<file path="config.mk">
export PLATFORM = sky130hd
export DESIGN_NAME = cmp_sec_prescaler
export DESIGN_NICKNAME = d
export VERILOG_FILES = /design/src/rtl/cmp_pkg.sv /design/src/rtl/cmp_regs.sv /design/src/rtl/cmp_len.sv /design/src/rtl/cmp_divider.sv /design/src/rtl/cmp_sec_prescaler.sv
export SDC_FILE = /design/constraint.sdc
export NUM_CORES = 1
export LEC_CHECK = 0
export BUFFER_PORTS_ARGS = -buffer_cell sky130_fd_sc_hd__buf_2
export CAP_MARGIN = 20
export CORE_ASPECT_RATIO = 1.2
export CORE_MARGIN = 2
export CORE_UTILIZATION = 35
export DETAILED_ROUTE_END_ITERATION = 6
export REMOVE_ABC_BUFFERS = 1
export SKIP_CTS_REPAIR_TIMING = 1
export SYNTH_ARGS = -nofsm -noshare
export SYNTH_HDL_FRONTEND = slang
export SYNTH_SLANG_ARGS = --single-unit
</file>
<file path="constraint.sdc">
create_clock -name clk -period 3.25 [get_ports clk]
set_input_delay 0.65 -clock clk [delete_from_list [all_inputs] [get_ports clk]]
set_output_delay 0.65 -clock clk [all_outputs]
set_load 0.1 [all_outputs]
</file>
<file path="src/rtl/cmp_pkg.sv">
package cmp_pkg;
  localparam int unsigned REG_AW = 8;
  localparam logic [REG_AW-1:0] OFS_CTRL    = 8'h40;
  localparam logic [REG_AW-1:0] OFS_COMP_LO = 8'h4C;
  localparam logic [REG_AW-1:0] OFS_COMP_HI = 8'h50;
  localparam int unsigned CTRL_AUTO_BIT = 2;
endpackage

</file>
<file path="src/rtl/cmp_regs.sv">
module cmp_regs
  import cmp_pkg::*;
#(
  parameter int unsigned COMP_W = 16
) (
  input  logic              clk,
  input  logic              rst,
  input  logic              we,
  input  logic [REG_AW-1:0] waddr,
  input  logic [7:0]        wdata,
  input  logic              re,
  input  logic [REG_AW-1:0] raddr,
  output logic [7:0]        rdata,
  output logic [COMP_W-1:0] comp,
  output logic              auto_en
);
  localparam int unsigned NBYTES = COMP_W / 8;

  logic [COMP_W-1:0] comp_q;
  logic              auto_q;
  logic [7:0]        rdata_q;

  always_ff @(posedge clk) begin
    if (rst) begin
      comp_q <= '0;
      auto_q <= 1'b0;
    end else if (we) begin
      if (waddr == OFS_CTRL) auto_q <= wdata[CTRL_AUTO_BIT];
      if (waddr == OFS_COMP_LO) comp_q[7:0] <= wdata;
      if (waddr == OFS_COMP_HI) comp_q[COMP_W-1:COMP_W-8] <= wdata;
    end
  end

  always_ff @(posedge clk) begin
    if (rst) rdata_q <= 8'h00;
    else if (re) begin
      unique case (raddr)
        OFS_CTRL:    rdata_q <= 8'(auto_q) << CTRL_AUTO_BIT;
        OFS_COMP_LO: rdata_q <= comp_q[7:0];
        OFS_COMP_HI: rdata_q <= comp_q[COMP_W-1:COMP_W-8];
        default:     rdata_q <= 8'h00;
      endcase
    end
  end

  assign comp    = comp_q;
  assign auto_en = auto_q;
  assign rdata   = rdata_q;

  initial begin
    assert (NBYTES == 2) else $error("compensation must be two bytes");
  end

  assert_reset_clear_R1: assert property (@(posedge clk) disable iff (rst)
    $past(rst) |-> (comp_q == '0 && !auto_q && rdata_q == 8'h00));

  assert_lo_keeps_hi_R3: assert property (@(posedge clk) disable iff (rst)
    (we && waddr == OFS_COMP_LO) |=> comp_q[COMP_W-1:8] == $past(comp_q[COMP_W-1:8]));

  assert_hi_keeps_lo_R4: assert property (@(posedge clk) disable iff (rst)
    (we && waddr == OFS_COMP_HI) |=> comp_q[7:0] == $past(comp_q[7:0]));
endmodule

</file>
<file path="src/rtl/cmp_len.sv">
module cmp_len #(
  parameter int unsigned DIV_NOM = 32768,
  parameter int unsigned COMP_W  = 16,
  parameter int unsigned CNT_W   = 16
) (
  input  logic              clk,
  input  logic              rst,
  input  logic              auto_en,
  input  logic              min_zero,
  input  logic              sec_zero,
  input  logic [COMP_W-1:0] comp,
  output logic [CNT_W-1:0]  len_m1
);
  localparam int unsigned SW = CNT_W + 2;
  localparam logic signed [SW-1:0] NOM_S = SW'(DIV_NOM);
  localparam logic signed [SW-1:0] ONE_S = SW'(1);

  logic              hour_edge;
  logic signed [SW-1:0] comp_s;
  logic signed [SW-1:0] sum_s;
  logic signed [SW-1:0] len_s;
  logic signed [SW-1:0] lenm1_s;

  assign hour_edge = auto_en && min_zero && sec_zero;
  assign comp_s    = {{(SW-COMP_W){comp[COMP_W-1]}}, comp};
  assign sum_s     = NOM_S + comp_s;

  always_comb begin
    if (!hour_edge)        len_s = NOM_S;
    else if (sum_s < ONE_S) len_s = ONE_S;
    else                   len_s = sum_s;
  end

  assign lenm1_s = len_s - ONE_S;
  assign len_m1  = lenm1_s[CNT_W-1:0];

  assert_nominal_when_off_R5: assert property (@(posedge clk) disable iff (rst)
    !auto_en |-> (len_m1 == CNT_W'(DIV_NOM - 1)));

  assert_one_flag_nominal_R8: assert property (@(posedge clk) disable iff (rst)
    (min_zero != sec_zero) |-> (len_m1 == CNT_W'(DIV_NOM - 1)));
endmodule

</file>
<file path="src/rtl/cmp_divider.sv">
module cmp_divider #(
  parameter int unsigned CNT_W = 16
) (
  input  logic             clk,
  input  logic             rst,
  input  logic             ce,
  input  logic [CNT_W-1:0] len_m1_new,
  output logic             tick
);
  logic [CNT_W-1:0] cnt_q;
  logic [CNT_W-1:0] term_q;
  logic [CNT_W-1:0] term;
  logic             tick_q;
  logic             at_end;

  assign term   = (cnt_q == '0) ? len_m1_new : term_q;
  assign at_end = (cnt_q == term);

  always_ff @(posedge clk) begin
    if (rst) begin
      cnt_q  <= '0;
      term_q <= '0;
      tick_q <= 1'b0;
    end else begin
      tick_q <= ce && at_end;
      if (ce) begin
        if (cnt_q == '0) term_q <= len_m1_new;
        if (at_end) cnt_q <= '0;
        else        cnt_q <= cnt_q + 1'b1;
      end
    end
  end

  assign tick = tick_q;

  assert_tick_after_ce_R11: assert property (@(posedge clk) disable iff (rst)
    tick_q |-> $past(ce));

  assert_tick_single_R11: assert property (@(posedge clk) disable iff (rst)
    tick_q |=> !tick_q || $past(ce));

  assert_restart_on_tick_R2: assert property (@(posedge clk) disable iff (rst)
    tick_q |-> (cnt_q == '0));

  assert_cnt_bound_R9: assert property (@(posedge clk) disable iff (rst)
    (cnt_q != '0) |-> (cnt_q <= term_q));

  assert_idle_hold_R12: assert property (@(posedge clk) disable iff (rst)
    !ce |=> $stable(cnt_q));
endmodule

</file>
<file path="src/rtl/cmp_sec_prescaler.sv">
module cmp_sec_prescaler
  import cmp_pkg::*;
#(
  parameter int unsigned DIV_NOM = 32768,
  parameter int unsigned COMP_W  = 16
) (
  input  logic              clk,
  input  logic              rst,
  input  logic              ce_32k,
  input  logic              cal_min_zero,
  input  logic              cal_sec_zero,
  input  logic              reg_we,
  input  logic [REG_AW-1:0] reg_waddr,
  input  logic [7:0]        reg_wdata,
  input  logic              reg_re,
  input  logic [REG_AW-1:0] reg_raddr,
  output logic [7:0]        reg_rdata,
  output logic              sec_tick
);
  localparam int unsigned CNT_W = $clog2(DIV_NOM + 2**(COMP_W-1));

  logic [COMP_W-1:0] comp;
  logic              auto_en;
  logic [CNT_W-1:0]  len_m1;

  cmp_regs #(.COMP_W(COMP_W)) u_regs (
    .clk(clk), .rst(rst),
    .we(reg_we), .waddr(reg_waddr), .wdata(reg_wdata),
    .re(reg_re), .raddr(reg_raddr), .rdata(reg_rdata),
    .comp(comp), .auto_en(auto_en)
  );

  cmp_len #(.DIV_NOM(DIV_NOM), .COMP_W(COMP_W), .CNT_W(CNT_W)) u_len (
    .clk(clk), .rst(rst),
    .auto_en(auto_en), .min_zero(cal_min_zero), .sec_zero(cal_sec_zero),
    .comp(comp), .len_m1(len_m1)
  );

  cmp_divider #(.CNT_W(CNT_W)) u_div (
    .clk(clk), .rst(rst), .ce(ce_32k),
    .len_m1_new(len_m1), .tick(sec_tick)
  );
endmodule

</file>
==> flow_summary.yaml <==
global_route:
  grt_pass1_vias: 3444
  gr-total-overflow: 0
  grt_pass1_wl_um: 16700
  grt_usage: 0.200
  grt_max_degree: 42
  antenna_found_initial: 0
floorplanning:
  die_area_um2: 10700
  die_width_um: 94.8
  pin_count: 40
  coreArea_um2: 9560
  die_y_um: 113
  rows: 39
  start_util: 0.362
setup_path:
  required_ps: 3420
  r2r_cells: 15
  worst_r2r_startpoint: "u_regs.comp[8]"
  cp-start-kind: "register"
  crit_fanout: 15
  crit_type: "reg2reg"
  crit_start: "u_regs.comp[8]"
  cp.arrival_ps: 3170
  crit_path_end_kind: "register"
min_path:
  holdCritStartpoint: "u_regs.rdata[2]"
  hp-class: "reg2reg"
  hold_path_depth: 2
power_and_ir_drop:
  p_clk_frac: 0.526
  combPwrFrac: 0.093
  leakage_nw: 1.76
  peakVddDrop_uv: 318
  p_int_mw: 1.52
  power.switching_mw: 0.456
  power_density_nw_per_um2: 463
  total_power_mw: 1.98
  swShare: 0.230
  p_seq_frac: 0.381
detailed_routing:
  drc_errors: 0
  first_iter_violations: 131
  drtPass1Iterations: 5
  routed_wl_um: 10100
  vias: 3415
  wl_per_cell_um: 16.7
  viasPerCell: 5.63
  ant_nets: 0
clock_tree:
  cts_root_buffer: "clkbuf_16"
  cts_inserted_buffers: 9
  ctsHtreeMaxLevel: 3
  ctsLongestPathBuffers: 2
  clk_latency_ps: 330
  path_clk_slew_ps: 50
  clock_sinks: 58
  cts_tree: "built"
cells_and_area:
  antenna_cells: 0
  post-route-cell-area_um2: 4270
  drive_above_1_share: 0.231
  stdcell_count: 607
  layout.nets: 513
  area.growth.synth_to_final_pct: 23.4
place:
  gp_congestion: 0.924
  placed_cell_area_um2: 3890
  dp_cells: 590
  dp_hpwl_um: 7400
  portBuffers: 39
sta:
  worst_slew_pin_slew_ps: 765
  finClkSkew_ps: 9.28
  fin_setup_tns_ps: 0
  post-route-period-util: 0.924
  setup_viol: 0
  hold_violations: 0
  rsz0062_at_grt: "false"
  maxSlewViolCount: 0
  finalCriticalPeriod_ps: 3000
  fmax_mhz: 333
  max-slew-margin-rel: 0.490
logic_synthesis:
  yosys_warnings: 0
  synth_edf_count: 0
  async_reset_ff_frac: 0
  ys_top_cells_by_area: "dfxtp_1, nor2_1, mux2i_1"
  syn_inst: 423
  ys.flop_type: "dfxtp_1"
  syn-mean-instance-area_um2: 8.18
  yosysMostFrequentCell: "dfxtp_1"
  yosys-top-cells-count: "dfxtp_1, nor2_1, nand2_1, a21oi_1, nor3_1"
  yosysTopAreaCell: "dfxtp_1"
  synth_top_area_frac: 0.335
  ys_ff_latch: 58
  syn-cell-area_um2: 3460
  seq_area_frac_synth: 0.335
  synth_cell_types: 62
outcome:
  status: "finished, final reports clean"
flow_run:
  maxCapViolations: 0
[worst paths after layout]
check                    endpoint  slack, ps
setup / recovery   u_div.cnt_q[7]        250
hold / removal    u_regs.rdata[2]        470
setup reg to reg   u_div.cnt_q[7]        250
hold reg to reg   u_regs.rdata[2]        470
[routing by layer]
metal	track usage	wire [um]	up-vias	part of all wire
met5	0	0	-	0
met4	0.0889	357	0	0.035
met3	0.0439	456	30	0.045
met2	0.353	5070	108	0.50
met1	0.228	4230	1631	0.42
li1	-	-	1646	-
[registers in the layout (all words and copies together) (netlist names)]
name and cells:
u_div.term_q 16, u_regs.rdata 8, u_div.tick 1, u_regs.auto_en 1, u_regs.comp 16, u_div.cnt_q 16
[final cells by class]
| class | count | area [um2] |
|---|---|---|
| clock buffers | 12 | 256 |
| clock inverters | 4 | 73.8 |
| fillers | 965 | 5290 |
| inverters | 12 | 45.0 |
| multi-input cells | 324 | 2110 |
| flip-flops and latches | 58 | 1160 |
| well taps | 123 | 154 |
| repair buffers | 74 | 470 |
[stage by stage]
step	utilization	hold WS, ps	setup slack, ps
2_1_floorplan	-	434	61.9
3_3_place_gp	0.407	453	93.4
3_5_place_dp	0.407	463	-4.96
4_1_cts	0.441	471	65.2
5_1_grt	0.447	487	37.1
6_report	0.447	469	247
[kinds of logic (layout without fill, tap and decap cells)]
| family | count (synthesis) | in the layout | synth area share |
|---|---|---|---|
| compound gates | 82 | 82 | 0.158 |
| flops | 58 | 58 | 0.335 |
| buf+inv | 41 | 102 | 0.0672 |
| simple gates | 190 | 190 | 0.298 |
| fa+ha+maj | 3 | 3 | 0.0108 |
| xor+xnor | 30 | 30 | 0.0759 |
| mux | 19 | 19 | 0.0549 |
[placed cells by master (no fill, tap or decap), types with 2 or more instances in the layout]
cell type | Yosys | final
buf_4 | 1 | 34
nor4_2 | 2 | 3
clkbuf_8 | 0 | 2
o21ai_0 | 7 | 6
and3_1 | 7 | 7
nand3_1 | 11 | 11
nand3b_1 | 2 | 2
ha_1 | 3 | 2
o32ai_1 | 2 | 2
mux2i_1 | 19 | 19
nor4_4 | 2 | 2
or3_1 | 4 | 4
inv_1 | 12 | 12
nor2_1 | 53 | 53
nor4b_1 | 6 | 5
and4_1 | 4 | 4
nand4_1 | 10 | 10
clkbuf_16 | 0 | 9
xnor2_1 | 13 | 13
o22ai_1 | 3 | 2
nor3_1 | 23 | 23
o211ai_1 | 2 | 2
buf_2 | 2 | 39
nand2_1 | 39 | 39
o221ai_1 | 2 | 2
a311oi_1 | 3 | 3
o21a_1 | 3 | 3
nand2b_1 | 2 | 2
dfxtp_1 | 58 | 57
a22oi_1 | 7 | 7
a31oi_1 | 5 | 5
xor2_1 | 17 | 17
bufinv_16 | 0 | 2
nor4_1 | 11 | 10
or4_4 | 2 | 2
a21oi_1 | 31 | 30
o21bai_1 | 3 | 3
[power by group through the flow]
stage / logic [mW] / registers [mW] / clock network [mW]
6_report: 0.184 / 0.754 / 1.04
5_1_grt: 0.205 / 0.757 / 1.09
4_1_cts: 0.181 / 0.754 / 1.05
3_5_place_dp: 0.179 / 0.769 / 0
3_3_place_gp: 0.177 / 0.769 / 0
2_1_floorplan: 0.103 / 0.765 / 0
[critical path, cell delays in order, from the launching register on]
cell       delay (ps)
dfxtp_1           320
nor4b_2           280
buf_4             160
nand4_1           140
nand2b_1          160
nand2_1            90
ha_2              220
buf_4             190
xor2_1            140
nor3_1            190
a2bb2oi_1         110
a211oi_1          250
nand4_1           190
nor3_4            190
buf_12            160
nor3_1             50
Note: power is estimated with default switching activity, not from simulation.
